**src/rtl/mac_match_table.sv**
```systemverilog
module mac_match_table #(
  parameter int N_ENTRY = 8,
  parameter int CHAN_W  = 3
) (
  input  logic              clk,
  input  logic              rst_n,
  input  logic              reg_wr,
  input  logic [1:0]        reg_addr,
  input  logic [31:0]       reg_wdata,
  output logic [31:0]       reg_rdata,
  input  logic              da_valid,
  input  logic [47:0]       da,
  output logic              hit,
  output logic [CHAN_W-1:0] chan,
  output logic              accept
);
  localparam int IDX_W   = $clog2(N_ENTRY);
  localparam int CH_LSB  = 16;
  localparam int ACC_BIT = CH_LSB + CHAN_W;
  localparam int VLD_BIT = ACC_BIT + 1;
  localparam int LO_W    = VLD_BIT + 1;

  logic [IDX_W-1:0]  sel_q;
  logic [31:0]       hi_q;
  logic [7:0]        b1_q;
  logic [N_ENTRY-1:0] vld_q, acc_q;
  logic [7:0]        b0_q [N_ENTRY];
  logic [CHAN_W-1:0] ch_q [N_ENTRY];

  wire wr_sel = reg_wr && reg_addr == 2'd0;
  wire wr_hi  = reg_wr && reg_addr == 2'd1;
  wire wr_lo  = reg_wr && reg_addr == 2'd2;

  always_ff @(posedge clk or negedge rst_n) begin
    if (!rst_n) begin
      sel_q <= '0;
      hi_q  <= '0;
      b1_q  <= '0;
      vld_q <= '0;
      acc_q <= '0;
      for (int i = 0; i < N_ENTRY; i++) begin
        b0_q[i] <= '0;
        ch_q[i] <= '0;
      end
    end else begin
      if (wr_sel) sel_q <= reg_wdata[IDX_W-1:0];
      if (wr_hi)  hi_q  <= reg_wdata;
      if (wr_lo) begin
        b1_q         <= reg_wdata[15:8];
        b0_q[sel_q]  <= reg_wdata[7:0];
        ch_q[sel_q]  <= reg_wdata[CH_LSB +: CHAN_W];
        acc_q[sel_q] <= reg_wdata[ACC_BIT];
        vld_q[sel_q] <= reg_wdata[VLD_BIT];
      end
    end
  end

  always_comb begin
    reg_rdata = '0;
    case (reg_addr)
      2'd0: reg_rdata[IDX_W-1:0] = sel_q;
      2'd1: reg_rdata = hi_q;
      2'd2: reg_rdata[LO_W-1:0] = {vld_q[sel_q], acc_q[sel_q], ch_q[sel_q], b1_q, b0_q[sel_q]};
      default: reg_rdata = '0;
    endcase
  end

  wire pfx_ok = da[47:8] == {hi_q, b1_q};
  logic              any_m;
  logic [CHAN_W-1:0] win_ch;
  logic              win_acc;

  always_comb begin
    any_m   = 1'b0;
    win_ch  = '0;
    win_acc = 1'b0;
    for (int i = N_ENTRY - 1; i >= 0; i--) begin
      if (vld_q[i] && b0_q[i] == da[7:0]) begin
        any_m   = 1'b1;
        win_ch  = ch_q[i];
        win_acc = acc_q[i];
      end
    end
  end

  wire found = da_valid && pfx_ok && any_m;

  always_ff @(posedge clk or negedge rst_n) begin
    if (!rst_n) begin
      hit    <= 1'b0;
      chan   <= '0;
      accept <= 1'b0;
    end else begin
      hit    <= found;
      chan   <= found ? win_ch : '0;
      accept <= found && win_acc;
    end
  end
endmodule

```
**config.mk**
```make
export PLATFORM = sky130hd
export DESIGN_NAME = mac_match_table
export DESIGN_NICKNAME = d
export VERILOG_FILES = /design/src/rtl/mac_match_table.sv
export SDC_FILE = /design/constraint.sdc
export NUM_CORES = 1
export LEC_CHECK = 0
export ABC_CLOCK_PERIOD_IN_PS = 4900
export BUFFER_PORTS_ARGS = -buffer_cell sky130_fd_sc_hd__buf_2
export CORE_MARGIN = 8
export CORE_UTILIZATION = 55
export DETAILED_ROUTE_END_ITERATION = 10
export PLACE_DENSITY = 0.8
export SKIP_CTS_REPAIR_TIMING = 1
export SYNTH_ARGS = -nofsm -noshare
export SYNTH_HDL_FRONTEND = slang
export SYNTH_SLANG_ARGS = --single-unit
```
**constraint.sdc**
```tcl
create_clock -name clk -period 4.9 [get_ports clk]
set_input_delay 0.245 -clock clk [delete_from_list [all_inputs] [get_ports clk]]
set_output_delay 0.245 -clock clk [all_outputs]
set_load 0.05 [all_outputs]
```
# After elaboration in Yosys (flattened, before gate mapping)
# Index checks and enable logic that the tools add are counted.
word_totals:
  ff_bits: 152
  in_bits: 86
op_classes:
  bitwise: 1
  magnitude_cmp: 4
  n_reduce_logical: 17
  n_eq_ne: 11
  muxes: 48
ops:
  columns: ["operator", "count"]
  rows:
  - ["$bwmux W64", 1]
  - ["$eq A8 B8 Y1", 8]
  - ["$eq A40 B40 Y1", 1]
  - ["$mux W3", 12]
  - ["$pmux W18 S2", 1]
  - ["$bmux W8 S3", 1]
  - ["$bwmux W24", 1]
  - ["$demux W8 S3", 1]
  - ["$mux W8", 3]
  - ["$mux W1", 19]
  - ["$bwmux W8", 2]
  - ["$logic_and A1 B1 Y1", 16]
  - ["$mux W11", 1]
  - ["$bmux W3 S3", 1]
  - ["$demux W3 S3", 1]
  - ["$pmux W3 S3", 1]
  - ["$bmux W1 S3", 2]
  - ["$ge A4 B4 Y1 const B", 1]
  - ["$lt A3 B4 Y1 const B", 1]
  - ["$lt A4 B1 Y1 const B", 1]
  - ["$not A3 Y4", 1]
  - ["$demux W1 S3", 1]
  - ["$ge A3 B1 Y1 const B", 1]
  - ["$eq A2 B1 Y1 const B", 1]
  - ["2 further kinds", 2]

# Longest topological paths before layout
# Gate-level depths: netlist of the first run.
logic_depth:
  word_depth: 12
  depth_mapped: 8
  depth_no_buf: 7

# Worst setup path after synthesis of the first run
# Ideal clock, no wire load.
synth_path:
  path_type: "reg-to-output"
  startpoint: "register sel_q[0]"
  endpoint: "output port reg_rdata[7]"
  setup_slack_ps: 1951
  n_path_buf: 4
  t_arrival_ps: 2704
  path_stages_with_launch: 9
  path_cell_list: "dfrtp_1 -> buf_2 -> buf_2 -> buf_2 -> buf_2 -> a22oi_1 -> a21oi_1 -> o21ai_0 -> a21boi_0"
synth_between:
  elab_chain_len: 5
synth_rtl:
  columns: ["element", "line", "rtl"]
  rows:
  - ["from (decl)", "23", "logic [IDX_W-1:0] sel_q;"]
  - ["from (signal assigned)", "46", "if (wr_sel) sel_q <= reg_wdata[IDX_W-1:0];"]
  - ["$not A3 Y4 (implied by the code)", "63", "2'd2: reg_rdata[LO_W-1:0] = {vld_q[sel_q], acc_q[sel_q], ch_q[sel_q], b1_q, b0_q[sel_q]};"]
  - ["$bmux W8 S3", "63", null]
  - ["$mux W8 (implied by the code) (2 in series)", "63", null]
  - ["$pmux W18 S2", "60", "case (reg_addr)"]
  - ["to (decl)", "10", "output logic [31:0] reg_rdata,"]
# No other way between the ends. The select of a mux whose other input is x is not followed.

# Worst setup path after layout of the first run
layout_path:
  startpoint: "register sel_q[0]"
  endpoint: "output port reg_rdata[18]"
layout_between:
  elab_chain_len: 5
layout_rtl:
  columns: ["element", "line"]
  rows:
  - ["$not A3 Y4 (implied by the code)", "63"]
  - ["$bmux W3 S3", "63"]
  - ["$mux W3 (implied by the code) (2 in series)", "63"]
  - ["$pmux W18 S2", "60"]
# No other way between the ends. The select of a mux whose other input is x is not followed.

==> results of run 1 <==
[flip-flops by register name, indices dropped and copies added (netlist names)]
name	cells
acc_q	8
accept	1
b0_q	64
b1_q	8
ch_q	24
chan	3
hi_q	32
hit	1
sel_q	3
vld_q	8
[placed cells by master (no fill, tap or decap), types with 5 or more instances in the layout]
master,Yosys,routed
nor3_1,9,6
and2_1,12,12
nor2_1,22,21
nand2_1,32,32
a221oi_1,7,7
nor2b_1,18,18
nand3_1,11,11
buf_4,0,11
xnor2_1,51,51
a22oi_1,19,19
mux2_2,156,156
xor2_1,51,51
dfrtp_1,152,152
nor4_1,14,14
o21ai_0,16,16
mux4_2,16,16
buf_2,11,121
clkbuf_16,0,17
nor3_2,3,5
nand4_1,11,11
inv_1,10,10
a21oi_1,13,13
[kinds of logic (layout without fill, tap and decap cells)]
group / count (synthesis) / after routing / share of synthesized area, %
compound gates: 74 / 74 / 6.02
xor+xnor: 104 / 104 / 10.9
fa+ha+maj: 4 / 4 / 0.589
buf+inv: 52 / 172 / 3.16
flops: 152 / 152 / 44.7
mux: 176 / 176 / 25.4
simple gates: 145 / 145 / 9.21
[how the worst max path moves through the flow]
stage / end / slack, ps / from / depth (start not counted)
2_1_floorplan: reg_rdata[7] / 1950 / sel_q[0]$_DFFE_PN0P_ / 8
3_5_place_dp: reg_rdata[18] / 2000 / sel_q[0]$_DFFE_PN0P_ / 6
4_1_cts: reg_rdata[18] / 1520 / sel_q[0]$_DFFE_PN0P_ / 6
3_3_place_gp: reg_rdata[19] / 2060 / sel_q[0]$_DFFE_PN0P_ / 6
6_report: reg_rdata[18] / 1500 / sel_q[0]$_DFFE_PN0P_ / 6
5_1_grt: reg_rdata[17] / 1340 / sel_q[0]$_DFFE_PN0P_ / 6
[area by class of cell]
| type | count | area share (%) |
|---|---|---|
| timing repair buffer | 133 | 7.16 |
| clock buffer | 21 | 4.81 |
| multi-input combinational | 503 | 45.6 |
| inverter | 10 | 0.384 |
| tap | 188 | 2.41 |
| sequential | 152 | 38.9 |
| clock inverter | 8 | 0.768 |
[per-layer routing]
layer  GRT usage (%)  wire (um)  up-vias
met1            30.5       9590     3222
met3            7.48       1820       52
met4            9.83        675        0
met2            40.4      11800      265
li1                -          -     2756
met5               0          0        -
[worst reg2reg max path, cell delays in order, from the launching register on]
cell and delay (ps):
dfrtp_1 1030, buf_4 430, nand3_1 210, nor2_1 440
buf_4 320, mux2_2 360
[power by group]
part           internal (mW)  leakage (nW)  total [mW]  switching, mW
Sequential              1.66          1.90        2.09          0.422
Clock                  0.726         0.259        1.23          0.499
Combinational          0.768          2.18        1.44          0.670
Total                   3.16          4.34        4.75           1.59
[per-stage QoR]
stage	cell area, sq um	setup WS (ps)	cells	utilization, %
after floorplan	8500	1950	707	-
after global placement	9230	2060	986	60.9
after detailed placement	9230	2000	986	60.9
after CTS	9770	1520	1015	64.5
after global routing	9770	1340	1015	64.5
final	9770	1500	1015	64.5
==> results.json, run 1 <==
{
  "start_util_pct": 56.1,
  "drive_above_1_share_pct": 41.6,
  "die_w_um": 140,
  "cts.sink_count": 152,
  "synth_seq_cells": 152,
  "cts_buffers": 17,
  "antenna_found_initial": 0,
  "max_freq_mhz": 294,
  "rrSetupSlack_ps": 2000,
  "async_reset_ff_share_pct": 100,
  "synth_commonest_cells": "156 x mux2_2, 152 x dfrtp_1, 51 x xnor2_1, 51 x xor2_1, 32 x nand2_1",
  "max-vdd-ir-drop_uv": 320,
  "crit_buf_inv": 2,
  "min_period_over_period_pct": 69.4,
  "multiInputGateArea_sq_um": 4450,
  "io_pins": 123,
  "cellLeakagePower_nw": 4.34,
  "max_stage_delay_ps": 1030,
  "crit_type": "reg2out",
  "total_power_mw": 4.75,
  "worstPathRequired_ps": 4660,
  "drtIter0Drc": 516,
  "yosys.area.top_type": "dfrtp_1",
  "max_slew_margin_pct": 16.1,
  "track_usage_pct": 24.9,
  "wl_per_cell_um": 23.6,
  "hold_viol": 30,
  "cts_buffer_depth": 2,
  "cp-start-kind": "register",
  "clk_pin_slew_ps": 60,
  "wirelength_um": 23900,
  "syn-instance-count": 707,
  "drc": 0,
  "setup-violations-final": 0,
  "synth_top_cell_area_share_pct": 44.7,
  "htree_num_levels": 4,
  "r2r_cells": 5,
  "grt_pass1_wl_um": 37600,
  "synth-edff-count": 0,
  "worst_ep_arrival_time_ps": 3160,
  "synth_cell_types": 46,
  "grt_pass1_vias": 6649,
  "seq_area_frac_synth_pct": 44.7,
  "die_y_um": 140,
  "violations": "negative hold slack",
  "design.die.area_sq_um": 19700,
  "cap_violations": 0,
  "maxSlewViolCount": 0,
  "area_delta_synth_final_pct": 15.0,
  "routabilityCongestion": 0.965,
  "cts_root_buffer": "clkbuf_16",
  "synth_fp_nets": 797,
  "overflow": 0,
  "synthFlopType": "dfrtp_1",
  "critPathMaxFanout": 25,
  "synth_most_common_cell": "mux2_2",
  "dr.pass1.iters": 6,
  "synth_warnings": 0,
  "worstPathCellList": "buf_4 > mux4_2 > mux2_2 > a22oi_1 > nor2b_1 > buf_2",
  "critPathTopFamily": "flip-flops",
  "antennaDiodeCount": 0,
  "regArea_sq_um": 3800,
  "status": "finished, violations left",
  "fillers": 1169,
  "fin_crit_ps": 3400,
  "final.setup_skew_ps": 8.34,
  "worstSkewPairLatency_ps": 430,
  "end_kind": "output pin",
  "coreArea_sq_um": 15100,
  "antenna_left": 0,
  "powerDensity_nw_per_um2": 486,
  "portBuffers": 122,
  "grt_max_degree": 114,
  "r2r-start": "sel_q[0]$_DFFE_PN0P_",
  "hpwl_um": 17100,
  "setup_tns_ps": 0,
  "rsz0062_at_grt": "false",
  "synthTopCellsByArea": "dfrtp_1 45%, mux2_2 21%, xnor2_1 5.3%, xor2_1 5.3%, mux4_2 4.2%",
  "core.rowCount": 45,
  "worst_slew_pin_slew_ps": 1260,
  "tritoncts": "yes",
  "hp-class": "in2async",
  "worstReg2RegEnd": "b0_q[7]$_DFFE_PN0P_",
  "hold_ws_ps": -47.4,
  "synth_area_per_cell_sq_um": 12.0,
  "synth_area_sq_um": 8500,
  "vias": 6295,
  "fin_nets": 907,
  "slowest_stage": "dfrtp_1",
  "vias_per_cell": 6.20
}
(Power assumes the default switching activity.)
==> run 2, diff against run 1 <==
--- a/config.mk
+++ b/config.mk
@@ -5,12 +5,12 @@
 export SDC_FILE = /design/constraint.sdc
 export NUM_CORES = 1
 export LEC_CHECK = 0
-export ABC_CLOCK_PERIOD_IN_PS = 4900
+export ABC_CLOCK_PERIOD_IN_PS = 2900
 export BUFFER_PORTS_ARGS = -buffer_cell sky130_fd_sc_hd__buf_2
 export CORE_MARGIN = 8
-export CORE_UTILIZATION = 55
+export CORE_UTILIZATION = 52
 export DETAILED_ROUTE_END_ITERATION = 10
-export PLACE_DENSITY = 0.8
+export PLACE_DENSITY = 0.79
 export SKIP_CTS_REPAIR_TIMING = 1
 export SYNTH_ARGS = -nofsm -noshare
 export SYNTH_HDL_FRONTEND = slang
==> constraint.sdc (replaced) <==
create_clock -name clk -period 2.9 [get_ports clk]
set_input_delay 0.145 -clock clk [delete_from_list [all_inputs] [get_ports clk]]
set_output_delay 0.145 -clock clk [all_outputs]
set_load 0.05 [all_outputs]
==> run 2 against run 1 <==
The run now ends clean. Critical path depth stayed put. Non-clock buffer count is 44 higher. Sequential power is 70% higher. Largest power group unchanged. Critical path type unchanged. Clock-buffer cell count is 2 lower. Sequential share of layout area is 1.8 points lower. Utilization is 0.21 points lower. Worst setup slack worse by 1300 ps. First-iteration DRC count is 16% higher. Via count is 2.4% higher.
==> results.json, run 2 (synthesis results as in run 1) <==
{
  "final.setup_skew_ps": 8.42,
  "top_register": "b0_q",
  "portBuffers": 122,
  "crit_path_start": "sel_q[2]$_DFFE_PN0P_",
  "hold_ws_ps": 51.9,
  "vias": 6448,
  "total_power_mw": 8.23,
  "worst_ep_arrival_time_ps": 2510,
  "maxSlewViolCount": 0,
  "worstReg2RegEnd": "chan[2]$_DFF_PN0_",
  "die_w_um": 144,
  "wl_per_cell_um": 23.2,
  "fin_nets": 951,
  "vias_per_cell": 5.92,
  "grt_pass1_wl_um": 38400,
  "largestRegisters": "b0_q x64, hi_q x32, ch_q x24",
  "area_delta_synth_final_pct": 20.6,
  "max_freq_mhz": 377,
  "crit_type": "reg2out",
  "status": "completed",
  "rsz0062_at_grt": "false",
  "end_kind": "output pin",
  "drc": 0,
  "dr.pass1.iters": 5,
  "tritoncts": "yes",
  "grt_pass1_vias": 6734,
  "drive_above_1_share_pct": 42.4,
  "worstSkewPairLatency_ps": 430,
  "hold_viol": 0,
  "cellLeakagePower_nw": 4.55,
  "cts_buffer_depth": 2,
  "critPathMaxFanout": 17,
  "fillers": 1224,
  "hp-class": "in2reg",
  "setup_tns_ps": 0,
  "max-vdd-ir-drop_uv": 577,
  "r2r_cells": 7,
  "hpwl_um": 18200,
  "overflow": 0,
  "final_cell_mix": "156 x mux2_2, 150 x dfrtp_1, 121 x buf_2, 51 x xnor2_1, 51 x xor2_1",
  "worst_slew_pin_slew_ps": 896,
  "antenna_found_initial": 0,
  "clk_pin_slew_ps": 60,
  "cts_root_buffer": "clkbuf_16",
  "fin_crit_ps": 2650,
  "largest_reg_flops": 64,
  "cts.sink_count": 152,
  "min_period_over_period_pct": 91.4,
  "coreArea_sq_um": 15900,
  "design.die.area_sq_um": 20700,
  "start_util_pct": 53.3,
  "htree_num_levels": 4,
  "cp-start-kind": "register",
  "final_common_cell": "mux2_2",
  "worstPathRequired_ps": 2760,
  "critPathCapture": "reg_rdata[20]",
  "cap_violations": 0,
  "r2r-start": "hi_q[25]$_DFFE_PN0P_",
  "track_usage_pct": 24.7,
  "powerDensity_nw_per_um2": 803,
  "routabilityCongestion": 0.930,
  "rrSetupSlack_ps": 350,
  "antennaDiodeCount": 0,
  "cts_buffers": 17,
  "setup-violations-final": 0,
  "die_y_um": 144,
  "wirelength_um": 25300,
  "core.rowCount": 46,
  "max_slew_margin_pct": 40.2,
  "antenna_left": 0,
  "grt_max_degree": 53,
  "drtIter0Drc": 601,
  "io_pins": 123
}
[run 2: changes by cell type in the layout (fill, tap and decap cells not counted), sizes merged]
cell         previous run  this run
buf                   133       157
dlygate4sd3             0        20
clkbuf                 21        19
inv                    10        13
clkinvlp                4         5
bufinv                  1         2
[run 2: worst min path at each step]
stage,startpoint,endpoint,slack (ps),cells past startpoint
2_1_floorplan,rst_n,acc_q[0]$_DFFE_PN0P_,-150,0
3_3_place_gp,rst_n,hit$_DFF_PN0_,110,1
3_5_place_dp,rst_n,hit$_DFF_PN0_,110,1
4_1_cts,rst_n,ch_q[14]$_DFFE_PN0P_,-340,1
5_1_grt,reg_wdata[18],ch_q[17]$_DFFE_PN0P_,60,3
6_report,reg_wdata[17],ch_q[13]$_DFFE_PN0P_,50,3
[run 2: cell type report]
type                       count  area, sq um  area share (%)
clock buffer                  19          433            4.22
tap                          216          270            2.64
sequential                   152         3810            37.1
timing repair buffer         177         1120            10.9
clock inverter                13          146            1.43
multi-input combinational    503         4440            43.3
inverter                      10         37.5           0.366
[run 2: per-layer routing]
metal / vias to the layer above / wire [um] / global-route usage, % / part of all wire [%]
met2: 301 / 12400 / 40.0 / 49
li1: 2848 / - / - / -
met4: 0 / 702 / 9.41 / 2.8
met1: 3244 / 10100 / 30.9 / 40
met3: 55 / 2050 / 6.60 / 8.1
met5: - / 0 / 0 / 0
[run 2: power breakdown]
| part | switching [mW] | total [mW] | leakage, nW | internal (mW) |
|---|---|---|---|---|
| Sequential | 0.740 | 3.55 | 1.90 | 2.81 |
| Clock | 0.922 | 2.20 | 0.267 | 1.27 |
| Combinational | 1.13 | 2.48 | 2.39 | 1.35 |
| Total | 2.80 | 8.23 | 4.55 | 5.43 |
[run 2: metrics by stage]
step / cell area [sq um] / instances / setup slack, ps / util (%)
floorplan: 8500 / 707 / 51.3 / -
global placement: 9470 / 1038 / 524 / 59.4
detailed placement: 9470 / 1038 / 481 / 59.4
CTS: 10100 / 1070 / 105 / 63.0
global route: 10300 / 1090 / 122 / 64.3
finish: 10300 / 1090 / 249 / 64.3
[run 2: critical path, stage by stage (launching register included)]
cell     delay (ps)
dfrtp_1         710
buf_4           310
mux4_2          310
mux2_2          270
a22oi_1         170
nor2b_1          90
buf_2           220
